==> config.mk <==
export PLATFORM = sky130hd
export DESIGN_NAME = pwm_ctrl
export DESIGN_NICKNAME = d
export VERILOG_FILES = /design/src/rtl/pwm_pkg.sv /design/src/rtl/pwm_pair_div.sv /design/src/rtl/pwm_chan.sv /design/src/rtl/pwm_ctrl.sv
export SDC_FILE = /design/constraint.sdc
export NUM_CORES = 1
export LEC_CHECK = 0
export BUFFER_PORTS_ARGS = -buffer_cell sky130_fd_sc_hd__clkbuf_2
export CAP_MARGIN = 0
export CORE_ASPECT_RATIO = 0.5
export CORE_UTILIZATION = 57
export DETAILED_ROUTE_END_ITERATION = 16
export HOLD_SLACK_MARGIN = 0.05
export PLACE_DENSITY = 0.73
export SETUP_SLACK_MARGIN = 0.02
export SLEW_MARGIN = 20
export SYNTH_ARGS = -nofsm -noshare
export SYNTH_HDL_FRONTEND = slang
export SYNTH_SLANG_ARGS = --single-unit
==> constraint.sdc <==
create_clock -name clk -period 20 [get_ports clk]
set_clock_uncertainty 0.2 [all_clocks]
set_input_delay 4 -clock clk [delete_from_list [all_inputs] [get_ports clk]]
set_output_delay 4 -clock clk [all_outputs]
set_load 0.005 [all_outputs]
==> src/rtl/pwm_pkg.sv <==
package pwm_pkg;
  localparam int unsigned PRE_W   = 8;
  localparam int unsigned CNT_W   = 16;
  localparam int unsigned EXP_W   = 4;
  localparam int unsigned EXP_MAX = 8;

  localparam int unsigned OFS_CLK    = 32'h020;
  localparam int unsigned OFS_GATE   = 32'h040;
  localparam int unsigned OFS_RUN    = 32'h080;
  localparam int unsigned OFS_CTL    = 32'h100;
  localparam int unsigned OFS_SPAN   = 32'h104;
  localparam int unsigned CH_STRIDE  = 32'h020;

  typedef struct packed {
    logic             bus;
    logic [EXP_W-1:0] exp;
  } clkcfg_t;

  typedef struct packed {
    logic             pol;
    logic [PRE_W-1:0] div;
  } chctl_t;

  typedef struct packed {
    logic [CNT_W-1:0] last;
    logic [CNT_W-1:0] act;
  } span_t;
endpackage

==> src/rtl/pwm_pair_div.sv <==
module pwm_pair_div
  import pwm_pkg::*;
(
  input  logic             clk,
  input  logic             rst_n,
  input  logic             ref_tick,
  input  logic             use_bus,
  input  logic [EXP_W-1:0] exp_i,
  output logic             tick_o
);
  localparam int unsigned DIV_W = EXP_MAX;

  logic [DIV_W-1:0] cnt_q, cnt_d, mask;
  logic [EXP_W-1:0] exp_eff;
  logic             src;

  always_comb begin
    src     = use_bus ? 1'b1 : ref_tick;
    exp_eff = (exp_i > EXP_W'(EXP_MAX)) ? EXP_W'(EXP_MAX) : exp_i;
    mask    = DIV_W'(({{DIV_W{1'b0}}, 1'b1} << exp_eff) - 1'b1);
    tick_o  = src && ((cnt_q & mask) == mask);
    cnt_d   = src ? cnt_q + 1'b1 : cnt_q;
  end

  always_ff @(posedge clk or negedge rst_n) begin
    if (!rst_n) cnt_q <= '0;
    else        cnt_q <= cnt_d;
  end

  // with any exponent above zero, two ticks never come back to back
  p_tick_gap_r3: assert property (@(posedge clk) disable iff (!rst_n)
    (tick_o && exp_eff != '0) |=> (!tick_o || exp_eff == '0));
endmodule

==> src/rtl/pwm_chan.sv <==
module pwm_chan
  import pwm_pkg::*;
(
  input  logic             clk,
  input  logic             rst_n,
  input  logic             run,
  input  logic             tick,
  input  logic             pol,
  input  logic [PRE_W-1:0] div_sh,
  input  logic [CNT_W-1:0] last_sh,
  input  logic [CNT_W-1:0] act_sh,
  output logic             out
);
  logic [PRE_W-1:0] pre_q, pre_d, div_q, div_d;
  logic [CNT_W-1:0] cnt_q, cnt_d, last_q, last_d, act_q, act_d;
  logic             step, wrap, active;

  always_comb begin
    step   = run && tick && (pre_q == div_q);
    wrap   = step && (cnt_q == last_q);
    pre_d  = pre_q;
    cnt_d  = cnt_q;
    div_d  = div_q;
    last_d = last_q;
    act_d  = act_q;
    if (!run) begin
      pre_d  = '0;
      cnt_d  = '0;
      div_d  = div_sh;
      last_d = last_sh;
      act_d  = act_sh;
    end else if (tick) begin
      pre_d = (pre_q == div_q) ? '0 : pre_q + 1'b1;
      if (wrap) begin
        cnt_d  = '0;
        div_d  = div_sh;
        last_d = last_sh;
        act_d  = act_sh;
      end else if (step) begin
        cnt_d = cnt_q + 1'b1;
      end
    end
    active = run && (cnt_q < act_q);
    out    = pol ? active : !active;
  end

  always_ff @(posedge clk or negedge rst_n) begin
    if (!rst_n) begin
      pre_q  <= '0;
      cnt_q  <= '0;
      div_q  <= '0;
      last_q <= '0;
      act_q  <= '0;
    end else begin
      pre_q  <= pre_d;
      cnt_q  <= cnt_d;
      div_q  <= div_d;
      last_q <= last_d;
      act_q  <= act_d;
    end
  end

  // a stopped channel has its counter at zero one cycle later
  p_idle_zero_r7: assert property (@(posedge clk) disable iff (!rst_n)
    !run |=> (cnt_q == '0));
  // a running counter never passes the working period value
  p_count_bound_r5: assert property (@(posedge clk) disable iff (!rst_n)
    run |-> (cnt_q <= last_q));
  // working period only changes at a wrap or while stopped
  p_shadow_hold_r9: assert property (@(posedge clk) disable iff (!rst_n)
    (run && !wrap) |=> $stable(last_q));
  // zero active count keeps the output at its inactive level
  p_zero_duty_r6: assert property (@(posedge clk) disable iff (!rst_n)
    (act_q == '0) |-> (out == !pol));
endmodule

==> src/rtl/pwm_ctrl.sv <==
module pwm_ctrl
  import pwm_pkg::*;
#(
  parameter int unsigned NCH    = 2,
  parameter int unsigned ADDR_W = 12
) (
  input  logic              clk,
  input  logic              rst_n,
  input  logic              ref_tick,
  input  logic              wr_en,
  input  logic [ADDR_W-1:0] addr,
  input  logic [31:0]       wdata,
  output logic [31:0]       rdata,
  output logic [NCH-1:0]    pwm_out
);
  localparam int unsigned NPAIR = (NCH + 1) / 2;

  logic [1:0]     rst_pipe;
  logic           rst_n_s;
  clkcfg_t        cfg_q  [NPAIR];
  clkcfg_t        cfg_d  [NPAIR];
  chctl_t         ctl_q  [NCH];
  chctl_t         ctl_d  [NCH];
  span_t          span_q [NCH];
  span_t          span_d [NCH];
  logic [NCH-1:0] run_q, run_d, gate_q, gate_d, ch_run;
  logic [NPAIR-1:0] pair_tick;

  always_ff @(posedge clk or negedge rst_n) begin
    if (!rst_n) rst_pipe <= '0;
    else        rst_pipe <= {rst_pipe[0], 1'b1};
  end
  assign rst_n_s = rst_pipe[1];

  always_comb begin
    cfg_d  = cfg_q;
    ctl_d  = ctl_q;
    span_d = span_q;
    run_d  = run_q;
    gate_d = gate_q;
    rdata  = '0;
    for (int p = 0; p < NPAIR; p++) begin
      if (addr == ADDR_W'(OFS_CLK + 4 * p)) begin
        rdata = {24'b0, cfg_q[p].bus, 3'b0, cfg_q[p].exp};
        if (wr_en) cfg_d[p] = {wdata[7], wdata[EXP_W-1:0]};
      end
    end
    if (addr == ADDR_W'(OFS_GATE)) begin
      rdata = 32'(gate_q);
      if (wr_en) gate_d = wdata[NCH-1:0];
    end
    if (addr == ADDR_W'(OFS_RUN)) begin
      rdata = 32'(run_q);
      if (wr_en) run_d = wdata[NCH-1:0];
    end
    for (int c = 0; c < NCH; c++) begin
      if (addr == ADDR_W'(OFS_CTL + CH_STRIDE * c)) begin
        rdata = 32'(ctl_q[c]);
        if (wr_en) ctl_d[c] = wdata[PRE_W:0];
      end
      if (addr == ADDR_W'(OFS_SPAN + CH_STRIDE * c)) begin
        rdata = span_q[c];
        if (wr_en) span_d[c] = wdata;
      end
    end
  end

  always_ff @(posedge clk or negedge rst_n_s) begin
    if (!rst_n_s) begin
      for (int p = 0; p < NPAIR; p++) cfg_q[p] <= '0;
      for (int c = 0; c < NCH; c++) begin
        ctl_q[c]  <= '0;
        span_q[c] <= '0;
      end
      run_q  <= '0;
      gate_q <= '0;
    end else begin
      cfg_q  <= cfg_d;
      ctl_q  <= ctl_d;
      span_q <= span_d;
      run_q  <= run_d;
      gate_q <= gate_d;
    end
  end

  assign ch_run = run_q & gate_q;

  for (genvar p = 0; p < NPAIR; p++) begin : g_pair
    pwm_pair_div u_div (
      .clk      (clk),
      .rst_n    (rst_n_s),
      .ref_tick (ref_tick),
      .use_bus  (cfg_q[p].bus),
      .exp_i    (cfg_q[p].exp),
      .tick_o   (pair_tick[p])
    );
  end

  for (genvar c = 0; c < NCH; c++) begin : g_ch
    pwm_chan u_ch (
      .clk     (clk),
      .rst_n   (rst_n_s),
      .run     (ch_run[c]),
      .tick    (pair_tick[c/2]),
      .pol     (ctl_q[c].pol),
      .div_sh  (ctl_q[c].div),
      .last_sh (span_q[c].last),
      .act_sh  (span_q[c].act),
      .out     (pwm_out[c])
    );

    // a channel missing its run or gate bit shows the inactive level
    p_stopped_level_r7: assert property (@(posedge clk) disable iff (!rst_n_s)
      !ch_run[c] |-> (pwm_out[c] == !ctl_q[c].pol));
  end
endmodule

---- Word level (Yosys, flattened, before mapping) ----
Cells that the tools add are included.
word-level totals
  flip-flop bits (word level) ............. 229
  input port bits ......................... 48
  logic and storage cells ................. 119
cells by class
  add/sub/neg operators ................... 6
  $lt $le $gt $ge ......................... 3
  eq/ne operators ......................... 18
  shift-type cells ........................ 1
  muxes and demuxes ....................... 43
  bitwise gates (word level) .............. 2
  reductions and logical operators ........ 22
operators by type and width
  cell                                                  count
  two-way mux 16 bit                                    20
  two-way mux 32 bit                                    5
  two-way mux 8 bit                                     14
  == test 12 x 9 -> 1 bit, second input constant        4
  adder 16 x 1 -> 16 bit, second input constant         2
  == test 16 bit                                        2
  < comparator 16 bit                                   2
  adder 8 x 1 -> 8 bit, second input constant           3
  == test 8 bit                                         3
  AND reduction 2 bit                                   11
  == test 12 x 6 -> 1 bit, second input constant        1
  == test 12 x 7 -> 1 bit, second input constant        1
  == test 12 x 8 -> 1 bit, second input constant        1
  logical AND 1 bit                                     9
  AND 8 bit                                             1
  != test 2 x 1 -> 1 bit, second input constant         4
  left shift 1 x 4 -> 8 bit, first input constant       1
  subtractor 8 x 1 -> 8 bit, second input constant      1
  != test 3 x 1 -> 1 bit, second input constant         2
  greater-than comparator 4 bit, second input constant  1
  two-way mux 4 bit                                     1
  two-way mux 1 bit                                     3
  AND 2 bit                                             1
  zero test 1 bit                                       2

---- Logic depth before layout (Yosys ltp) ----
Gate-level depths: netlist (run 1).
  depth after elaboration ................. 13
  gate-level depth with buffers ........... 12
  depth with buffers taken out ............ 9

---- Modules after synthesis ----
Synthesis (run 1) repeated with hierarchy kept, for this count alone.
second synthesis, totals
  cell total of the unflattened synthesis .. 1012
  area, all modules ....................... 12014.0 µm²
modules (own cells, without submodules)
  module                   instances  cells an instance  area each (µm²)  sequential area each (µm²)
  pwm_ctrl                 1          322                4476.8           2327.2
  pwm_chan (g_ch[1].u_ch)  1          325                3527.1           1601.5
  pwm_chan (g_ch[0].u_ch)  1          314                3508.4           1601.5
  pwm_pair_div             1          51                 501.7            200.2

---- Worst setup path before layout (run 1) ----
No wires, ideal clock.
  path type ............................... in2out
  from .................................... input port addr[1]
  to ...................................... output port rdata[12]
  data arrival time ....................... 5544 ps
  slack ................................... 10256 ps
  stages .................................. 5
  path buffers ............................ 1
  path through ............................ nor4_1 nand4_1 nor3_1 clkbuf_1 a22o_1
between the ends
  word-level cells in the longest chain between the ends .. 5
  elaborated cells on any way between the ends .. 8
  classes of those cells .................. 4 x eq/ne; 4 x mux
ends and longest elaborated chain
  what                     RTL line        text
  start, declared          pwm_ctrl.sv:11  input logic [ADDR_W-1:0] addr,
  == test 12 x 9 -> 1 bit  pwm_ctrl.sv:57  if (addr == ADDR_W'(OFS_CTL + CH_STRIDE * c)) begin
  two-way mux 32 bit       pwm_ctrl.sv:57
  two-way mux 32 bit       pwm_ctrl.sv:61  if (addr == ADDR_W'(OFS_SPAN + CH_STRIDE * c)) begin
  two-way mux 32 bit       pwm_ctrl.sv:57
  two-way mux 32 bit (*)   pwm_ctrl.sv:61
  end, declared            pwm_ctrl.sv:13  output logic [31:0] rdata,
Mark *: on every way between the ends. The rest lies on a longest branch, timed or not.

---- Worst setup path in the final report (run 1) ----
  from .................................... input port addr[1]
  to ...................................... output port rdata[17]
The elaborated chain is that of the path after synthesis.

==> impl_metrics.tcl, run 1 <==
set metrics [dict create \
    status "finished, final reports clean" \
    postRouteWirelength_microns 26850 \
    crit_path_end_kind "output pin" \
    leakagePower_uw 0.005924 \
    timing.setup.tns_ps 0 \
    cts_resized 0 \
    io_buffers 81 \
    switching_power_uw 216.4 \
    first_iter_violations 628 \
    timing.critical_path.required_ps 15800 \
    criticalPathCategory "in -> out" \
    grt_util_all_layers_pct 26.61 \
    delay_contributed_by_the_slowest_stage_of_the_critical_path_ps 710 \
    max_cap_violations 0 \
    area_inside_the_core_boundary_sq_um 19550 \
    comb_power_share_pct 4.2 \
    hold_path_class "reg -> async" \
    ys_warn_count 0 \
    whs_ps 117.1 \
    worstPathBufferInverterCount 3 \
    dp_hpwl_microns 18600 \
    fin_crit_sh_pct 52.67 \
    layout.cell_area.non_filler_sq_um 12850 \
    die_y_microns 102.1 \
    synth_top_family_by_area "multiplexers" \
    ys_ff_latch 229 \
    drt_first_pass_iters 5 \
    syn-cell-area_sq_um 11420 \
    worst-path-max-fanout 23 \
    power.share.clock_pct 45.2 \
    layout_commonest_cell "sky130_fd_sc_hd__dfrtp_1" \
    cell_area_after_placement_sq_um 12090 \
    timing_max_transition_violations_final 0 \
    synthSimpleGateAreaFrac_pct 11.15 \
    cts.reportedPaths.clkPinSlew_ps 70 \
    p_sw_share_pct 22.58 \
    post_cts_hold_buffer_count 0 \
    share_seq_of_total_power_pct 50.6 \
    cp_common_cell "sky130_fd_sc_hd__clkbuf_2" \
    h-tree-depth 1 \
    largest_net_degree_at_the_start_of_global_routing 188 \
    drcViolationCount 0 \
    routedWlPerCell_microns 19.77 \
    internal_power_uw 741.9 \
    crit_chain "clkbuf_2 > nor4_1 > nand4_1 > nor3_2 > buf_4 > a22o_1 > clkbuf_2" \
    mostFrequentLayoutCells "228 x sky130_fd_sc_hd__dfrtp_1, 143 x sky130_fd_sc_hd__mux2_2, 82 x sky130_fd_sc_hd__o21ai_0, 81 x sky130_fd_sc_hd__clkbuf_2, 77 x sky130_fd_sc_hd__nand2_1" \
    clk_root_buffer_cell "sky130_fd_sc_hd__clkbuf_16" \
    irDropWorstVdd_mv 0.04974 \
    hold_viol_final 0 \
    first_global_vias 7916 \
    period_needed_ps 10530 \
    final_layout_size_suffix_gt1_share_pct 27.20 \
    synth-compound-area-share_pct 11.05 \
    tritoncts_buffer_count 21 \
    tritoncts "built" \
    layout-area-overhead-vs-synth_pct 12.56 \
    grt_first_pass_wirelength_microns 43180 \
    chipWidth_microns 202.2 \
    setup_violations_final 0 \
    post-cts-setup-buffers 0 \
    critical_path_arrival_ps 6330 \
    synth-edff-count 0 \
    worst_skew_pair.late_latency_ps 510 \
    num_rows 36 \
    die-area_sq_um 20640 \
    diodes 0 \
    post_synth_num_cell_types 57 \
    final_nets 1163 \
    yosys.area_share.adder_pct 3.945 \
    maxSlewHeadroom_pct 32.47 \
    setup_repair_after_global_routing_missed_its_margin "no" \
    place.gp.congestion 0.8900 \
    critical-path-top-delay-family "simple AND/OR/NAND/NOR gates" \
    ys_dominant_reg_cell "sky130_fd_sc_hd__dfrtp_1" \
    crit_path_launch_type "primary input" \
    synth_seq_area_share_pct 50.19 \
    via_per_inst 6.088 \
    muxShareOfSynthArea_pct 15.75 \
    power_per_cell_area_nw_per_um2 74.57 \
    cts.path.max_buffers 3 \
    cts.sinks 229 \
    report.power.total_uw 958.4 \
    max_freq_ghz 0.09493 \
    syn-num-nets 1091 \
    syn_area_per_cell_sq_um 11.34 \
    detailroute.via_count 8268 \
    cp_slowest_cell "sky130_fd_sc_hd__nand4_1" \
    ant_nets 0 \
    boundaryPins 82 \
    ys_async_sr_fraction_pct 100.0 \
    antenna_violations_before_repair 0 \
    initial_core_utilization_pct 58.41 \
    synthCells 1007 \
    synth_xor_area_share_pct 4.756 \
    grt_overflow_total 0 \
    worst_pin_slew_ps 1013 \
]
==> state kept, by name, summed over array words and instances (netlist names), 5 cells and up <==
name / flops
cfg_q: 5
ctl_q: 18
g_ch.u_ch.act_q: 32
g_ch.u_ch.cnt_q: 32
g_ch.u_ch.div_q: 16
g_ch.u_ch.last_q: 32
g_ch.u_ch.pre_q: 16
g_pair.u_div.cnt_q: 8
span_q: 64
==> cell usage after synthesis (all sizes together), types with 3 or more instances <==
| cell type | number | share of area, % |
|---|---|---|
| nor2b | 9 | 0.49 |
| mux2i | 3 | 0.26 |
| nor3 | 15 | 0.66 |
| xor2 | 5 | 0.38 |
| dfrtp | 229 | 50 |
| or3 | 17 | 0.93 |
| or2 | 4 | 0.22 |
| nand2b | 8 | 0.44 |
| nand3 | 23 | 1.0 |
| a21oi | 34 | 1.5 |
| mux4 | 7 | 1.4 |
| nor2 | 27 | 0.89 |
| a211oi | 3 | 0.20 |
| and3 | 12 | 0.66 |
| or4 | 11 | 0.79 |
| nor4 | 11 | 0.66 |
| xnor2 | 57 | 4.4 |
| nand2 | 77 | 2.5 |
| o41ai | 3 | 0.23 |
| o21a | 3 | 0.20 |
| ha | 36 | 3.9 |
| clkbuf | 24 | 0.79 |
| inv | 44 | 1.4 |
| o31ai | 13 | 0.85 |
| nand4 | 22 | 1.2 |
| buf | 19 | 0.90 |
| a21o | 8 | 0.53 |
| a22o | 25 | 1.9 |
| nor3b | 3 | 0.20 |
| o21ai | 82 | 3.6 |
| mux2 | 143 | 14 |
==> area by class of cell <==
cell class | count | area, sq um
clock buffer | 24 | 556.8
clock inverter | 12 | 181.4
fill | 1510 | 6696
inverter | 44 | 165.2
multi-input combinational | 691 | 5381
sequential | 229 | 5734
tap | 266 | 332.8
timing repair buffer | 92 | 500.5
==> routing by layer <==
metal	up-vias	GRT usage (%)	routed length [microns]
li1	3798	-	-
met1	4168	40.15	12760
met2	267	41.32	12090
met3	35	3.986	1609
met4	0	5.263	391
met5	-	0	0
==> worst paths after layout <==
check / slack [ps] / depth (start not counted) / from / endpoint
setup / recovery: 9470 / 7 / addr[1] / rdata[17]
hold reg to reg: 120 / 0 / rst_pipe[1]$_DFF_PN0_ / span_q[48]$_DFFE_PN0P_
max in group asynchronous: 16430 / 1 / rst_n / rst_pipe[1]$_DFF_PN0_
setup reg to reg: 16230 / 8 / cfg_q[0]$_DFFE_PN0P_ / g_ch[0].u_ch.last_q[12]$_DFFE_PN0P_
min in group clk: 160 / 0 / rst_pipe[0]$_DFF_PN0_ / rst_pipe[1]$_DFF_PN0_
hold / removal: 120 / 0 / rst_pipe[1]$_DFF_PN0_ / span_q[48]$_DFFE_PN0P_
==> per-stage QoR <==
stage               worst slack, ps  instances  utilization (%)
detailed placement             9569       1322            61.83
floorplan                     10260       1007                -
finish                         9466       1358            65.75
global route                   9231       1358            65.75
CTS                            9553       1358            65.61
global placement               9723       1322            61.83
==> power by group through the flow <==
stage	combinational (uW)	clock (uW)	sequential (uW)
floorplan	21.0	0	495
detailed placement	40.3	0	493
global placement	38.6	0	492
CTS	40.6	441	485
finish	40.3	434	485
global route	45.3	460	486
==> cell families after synthesis <==
kind of cell / Yosys count
other: 1
multiplexers: 153
flip-flops: 229
AND/OR/NAND/NOR: 246
XOR/XNOR: 62
adder cells (fa/ha/maj): 36
buffers and inverters: 87
AO/OA/AOI/OAI: 193
(Power assumes the default switching activity.)
==> run 2, diff against run 1 <==
clock period = 10.67 ns   (was 20 ns; I/O delays follow)
==> run 2 against run 1 <==
  * Flip-flop and latch count stayed put
  * Via count is 1.1% lower
  * Global-route usage is 0.86 points lower
  * Hold slack better by 4.4 ps
  * Clock power is 67% higher
  * Combinational power is 91% higher
  * Wire length is 3.2% lower
  * Non-clock buffer count is 1 higher
==> impl_metrics.tcl, run 2 (synthesized netlist as in run 1, its figures left out) <==
set metrics [dict create \
    critical_path_arrival_ps 4390 \
    criticalPathCategory "in -> out" \
    largest_net_degree_at_the_start_of_global_routing 188 \
    mostFrequentLayoutCells "228 x sky130_fd_sc_hd__dfrtp_1, 143 x sky130_fd_sc_hd__mux2_2, 82 x sky130_fd_sc_hd__o21ai_0, 81 x sky130_fd_sc_hd__clkbuf_2, 77 x sky130_fd_sc_hd__nand2_1" \
    critical_path.reg2reg.startpoint "cfg_q[0]$_DFFE_PN0P_" \
    cts.path.max_buffers 3 \
    num-fill-cells 1525 \
    grt_util_all_layers_pct 25.74 \
    worst-path-max-fanout 23 \
    antenna_violations_before_repair 0 \
    timing.critical_path.required_ps 8340 \
    place.gp.congestion 0.8893 \
    max_freq_ghz 0.1486 \
    drcViolationCount 0 \
    r2r_setup_slack_ps 6870 \
    dp_hpwl_microns 18380 \
    leakagePower_uw 0.005913 \
    routedWlPerCell_microns 19.12 \
    cell_area_after_placement_sq_um 12090 \
    crit_path_end_kind "output pin" \
    grt_first_pass_wirelength_microns 41660 \
    tritoncts_buffer_count 21 \
    worst_skew_pair.late_latency_ps 500 \
    fin_crit_sh_pct 63.05 \
    layout_commonest_cell "sky130_fd_sc_hd__dfrtp_1" \
    post-cts-setup-buffers 0 \
    status "finished, final reports clean" \
    cts.reportedPaths.clkPinSlew_ps 60 \
    final_nets 1164 \
    ant_nets 0 \
    chipWidth_microns 202.2 \
    post_cts_hold_buffer_count 0 \
    layout-area-overhead-vs-synth_pct 12.04 \
    tritoncts "built" \
    final_layout_size_suffix_gt1_share_pct 26.97 \
    h-tree-depth 1 \
    worst_pin_slew_ps 1036 \
    setup_repair_after_global_routing_missed_its_margin "no" \
    crit_path_launch_type "primary input" \
    worstRegToRegCells 8 \
    max_cap_violations 0 \
    drt_first_pass_iters 5 \
    layout.cell_area.non_filler_sq_um 12790 \
    timing.setup.tns_ps 0 \
    num_rows 36 \
    timing_max_transition_violations_final 0 \
    boundaryPins 82 \
    die_y_microns 102.1 \
    setup_violations_final 0 \
    grt_overflow_total 0 \
    maxSlewHeadroom_pct 30.71 \
    power_per_cell_area_nw_per_um2 133.5 \
    hold_viol_final 0 \
    irDropWorstVdd_mv 0.1187 \
    hold_path_class "reg -> async" \
    first_global_vias 7680 \
    clk_root_buffer_cell "sky130_fd_sc_hd__clkbuf_16" \
    diodes 0 \
    die-area_sq_um 20640 \
    largest_reg_flops 64 \
    via_per_inst 6.012 \
    regMostFlops "span_q" \
    io_buffers 81 \
    postRouteWirelength_microns 26000 \
    detailroute.via_count 8176 \
    period_needed_ps 6728 \
    cts.sinks 229 \
    cts_resized 0 \
    first_iter_violations 544 \
    area_inside_the_core_boundary_sq_um 19550 \
    r2r-end "g_ch[0].u_ch.last_q[8]$_DFFE_PN0P_" \
    initial_core_utilization_pct 58.41 \
]
[run 2: where the power goes]
part	total, uW	switching [uW]	internal, uW
registers	908	23.6	884
logic	77.1	44.6	32.5
clock network	723	316	407
total	1710	384	1320
[run 2: how the worst max path moves through the flow]
stage / depth (start not counted) / slack [ps] / start / to
final: 7 / 3940 / addr[1] / rdata[18]
after global routing: 7 / 3780 / addr[1] / rdata[28]
after CTS: 7 / 4010 / addr[1] / rdata[27]
after detailed placement: 7 / 4020 / addr[1] / rdata[27]
after global placement: 7 / 4110 / addr[1] / rdata[28]
after floorplan: 0 / 3620 / rst_pipe[1]$_DFF_PN0_ / cfg_q[0]$_DFFE_PN0P_
[run 2: area by class of cell]
type	count	area, sq um	share of cell area [%]
flip-flops and latches	229	5734	44.82
multi-input cells	691	5373	42.00
clock buffers	32	626.9	4.900
repair buffers	93	528.0	4.127
well taps	266	332.8	2.601
inverters	44	165.2	1.291
clock inverters	5	33.78	0.2641
[run 2: per-layer routing]
metal | vias up | GRT usage, % | part of all wire, %
li1 | 3800 | - | -
met1 | 4086 | 39.10 | 49
met2 | 253 | 39.02 | 43
met3 | 37 | 4.751 | 6.6
met4 | 0 | 4.858 | 1.5
met5 | - | 0 | 0
[run 2: per-stage QoR]
| stage | power [uW] | setup slack (ps) | hold WS, ps | cells | util, % |
|---|---|---|---|---|---|
| finish | 1708 | 3942 | 121.5 | 1360 | 65.44 |
| global route | 1774 | 3783 | 175.4 | 1360 | 65.44 |
| CTS | 1724 | 4015 | 144.5 | 1359 | 65.21 |
| detailed placement | 1001 | 4021 | 138.8 | 1322 | 61.83 |
| global placement | 995.4 | 4113 | 131.3 | 1322 | 61.83 |
| floorplan | 967.5 | 3616 | 131.2 | 1007 | - |
[run 2: critical path, stage by stage]
cell                       delay (ps)
sky130_fd_sc_hd__clkbuf_2          80
sky130_fd_sc_hd__nor4_1           350
sky130_fd_sc_hd__nand4_1          680
sky130_fd_sc_hd__nor3_2           420
sky130_fd_sc_hd__buf_4            390
sky130_fd_sc_hd__a22o_1           210
sky130_fd_sc_hd__clkbuf_2         120
==> run 3, diff against run 2 <==
CORE_UTILIZATION = 55   (was 57)
PLACE_DENSITY = 0.74   (was 0.73)
clock period = 5.75 ns   (was 10.67 ns; I/O delays follow)
==> run 3 against run 2 <==
  * Total power up 89%
  * Register-to-register slack worse by 5100 ps
  * Final cell count down 0.22%
  * Largest power group unchanged
  * First-iteration DRC count up 5.3%
  * Critical path type unchanged
  * Non-clock buffer count unchanged
  * Worst setup slack worse by 2400 ps
  * Die area up 3.6%
  * Clock power up 94%
  * Utilization down 1.3 points
  * Via count up 0.89%
==> impl_metrics.tcl, run 3 (synthesized netlist as in run 1, its figures left out) <==
set metrics [dict create \
    critical_path_arrival_ps 2850 \
    fin_crit_sh_pct 73.11 \
    largest_reg_flops 64 \
    initial_core_utilization_pct 57.35 \
    cell_area_after_placement_sq_um 12100 \
    crit_path_end_kind "output pin" \
    crit_path_launch_type "primary input" \
    max_freq_ghz 0.2379 \
    first_iter_violations 573 \
    routedWlPerCell_microns 19.48 \
    delay_contributed_by_the_slowest_stage_of_the_critical_path_ps 360 \
    grt_overflow_total 0 \
    layout-area-overhead-vs-synth_pct 11.83 \
    cts.sinks 229 \
    final_layout_size_suffix_gt1_share_pct 26.76 \
    crit_chain "clkbuf_2 > nor4_1 > nand4_1 > buf_4 > nor3_2 > buf_4 > a22o_1 > clkbuf_2" \
    hold_path_class "reg -> async" \
    final_core_util_pct 64.14 \
    power_per_cell_area_nw_per_um2 252.3 \
    postRouteWirelength_microns 26430 \
    maxSlewHeadroom_pct 27.63 \
    post-cts-setup-buffers 0 \
    hold_viol_final 0 \
    final_critical_path_setup_slack_ps 1546 \
    post_cts_hold_buffer_count 0 \
    worst-path-max-fanout 23 \
    setup_violations_final 0 \
    via_per_inst 6.079 \
    status "finished, final reports clean" \
    r2r_setup_slack_ps 1740 \
    num-fill-cells 1538 \
    drt_first_pass_iters 4 \
    num_rows 36 \
    place.gp.congestion 0.9036 \
    setup_repair_after_global_routing_missed_its_margin "no" \
    io_buffers 81 \
    timing.setup.tns_ps 0 \
    die-area_sq_um 21380 \
    detailroute.via_count 8249 \
    critical_path.reg2reg.startpoint "cfg_q[0]$_DFFE_PN0P_" \
    period_needed_ps 4204 \
    area.sequential_sq_um 5734 \
    dp_slack_ps 1553 \
    mostFrequentLayoutCells "228 x sky130_fd_sc_hd__dfrtp_1, 143 x sky130_fd_sc_hd__mux2_2, 82 x sky130_fd_sc_hd__o21ai_0, 81 x sky130_fd_sc_hd__clkbuf_2, 77 x sky130_fd_sc_hd__nand2_1" \
    regMostFlops "span_q" \
    max_cap_violations 0 \
    cp_slowest_cell "sky130_fd_sc_hd__buf_4" \
    antenna_violations_before_repair 0 \
    worst_pin_slew_ps 1077 \
    area_inside_the_core_boundary_sq_um 19910 \
    area_used_by_multi_input_combinational_logic_sq_um 5364 \
    ant_nets 0 \
    layout.cell_area.non_filler_sq_um 12770 \
    layout_commonest_cell "sky130_fd_sc_hd__dfrtp_1" \
    clk_root_buffer_cell "sky130_fd_sc_hd__clkbuf_16" \
    worstRegToRegCells 8 \
    cts.path.max_buffers 3 \
    leakagePower_uw 0.005895 \
    timing.critical_path.required_ps 4400 \
    drcViolationCount 0 \
    critical_path.endpoint "rdata[22]" \
    whs_ps 148.0 \
    cts_resized 0 \
    tritoncts_buffer_count 21 \
    die_y_microns 103.9 \
    final_nets 1164 \
    timing_max_transition_violations_final 0 \
    chipWidth_microns 205.8 \
    first_global_vias 7944 \
    grt_util_all_layers_pct 25.36 \
    boundaryPins 82 \
    dp_hpwl_microns 18870 \
    largest_net_degree_at_the_start_of_global_routing 180 \
    tritoncts "built" \
    diodes 0 \
    criticalPathCategory "in -> out" \
    irDropWorstVdd_mv 0.1708 \
    h-tree-depth 1 \
    r2r-end "g_ch[0].u_ch.last_q[9]$_DFFE_PN0P_" \
    setup.worst_path.start "addr[1]" \
    worst_skew_pair.late_latency_ps 500 \
    grt_first_pass_wirelength_microns 42770 \
    cts.reportedPaths.clkPinSlew_ps 60 \
]
[run 3: cell count changes in the layout (fill, tap and decap cells not counted), sizes merged]
cell	delta
bufinv	+2
inv	-1
clkbuf	-3
clkinv	-2
clkinvlp	+1
[run 3: area by class of cell]
cell class | instances | share of cell area, %
clock inverter | 5 | 0.6271
clock buffer | 29 | 4.586
tap | 266 | 2.606
timing repair buffer | 93 | 3.978
multi-input combinational | 691 | 42.00
inverter | 44 | 1.293
sequential | 229 | 44.91
[run 3: through the flow]
stage               instances  power [uW]
finish                   1357        3222
CTS                      1357        3244
detailed placement       1323        1855
global placement         1323        1848
floorplan                1007        1795
global route             1357        3332
[run 3: per-layer routing]
metal	GRT usage (%)	vias to the layer above	wire length, microns
met5	0	-	0
met4	6.250	0	571
met3	4.010	38	1773
met2	37.64	293	11650
met1	38.86	4127	12440
li1	-	3791	-
[run 3: worst max-delay path, delay by kind of cell]
family / cells / cell delay (ps)
simple gates: 3 / 690
compound gates: 1 / 210
buf+inv: 4 / 780
[run 3: where the power goes]
group          internal (uW)  switching, uW  total, uW
Sequential              1640           45.2       1690
Clock                    799            599       1400
Combinational           57.8           80.2        138
Total                   2500            724       3220
[run 3: how the worst min path moves through the flow]
stage | depth (start not counted) | slack [ps] | from | to
final | 0 | 150 | rst_pipe[1]$_DFF_PN0_ | span_q[55]$_DFFE_PN0P_
after global routing | 0 | 160 | rst_pipe[0]$_DFF_PN0_ | rst_pipe[1]$_DFF_PN0_
after CTS | 0 | 150 | rst_pipe[0]$_DFF_PN0_ | rst_pipe[1]$_DFF_PN0_
after detailed placement | 0 | 140 | rst_pipe[0]$_DFF_PN0_ | rst_pipe[1]$_DFF_PN0_
after global placement | 0 | 140 | rst_pipe[0]$_DFF_PN0_ | rst_pipe[1]$_DFF_PN0_
after floorplan | 0 | 130 | rst_pipe[0]$_DFF_PN0_ | rst_pipe[1]$_DFF_PN0_
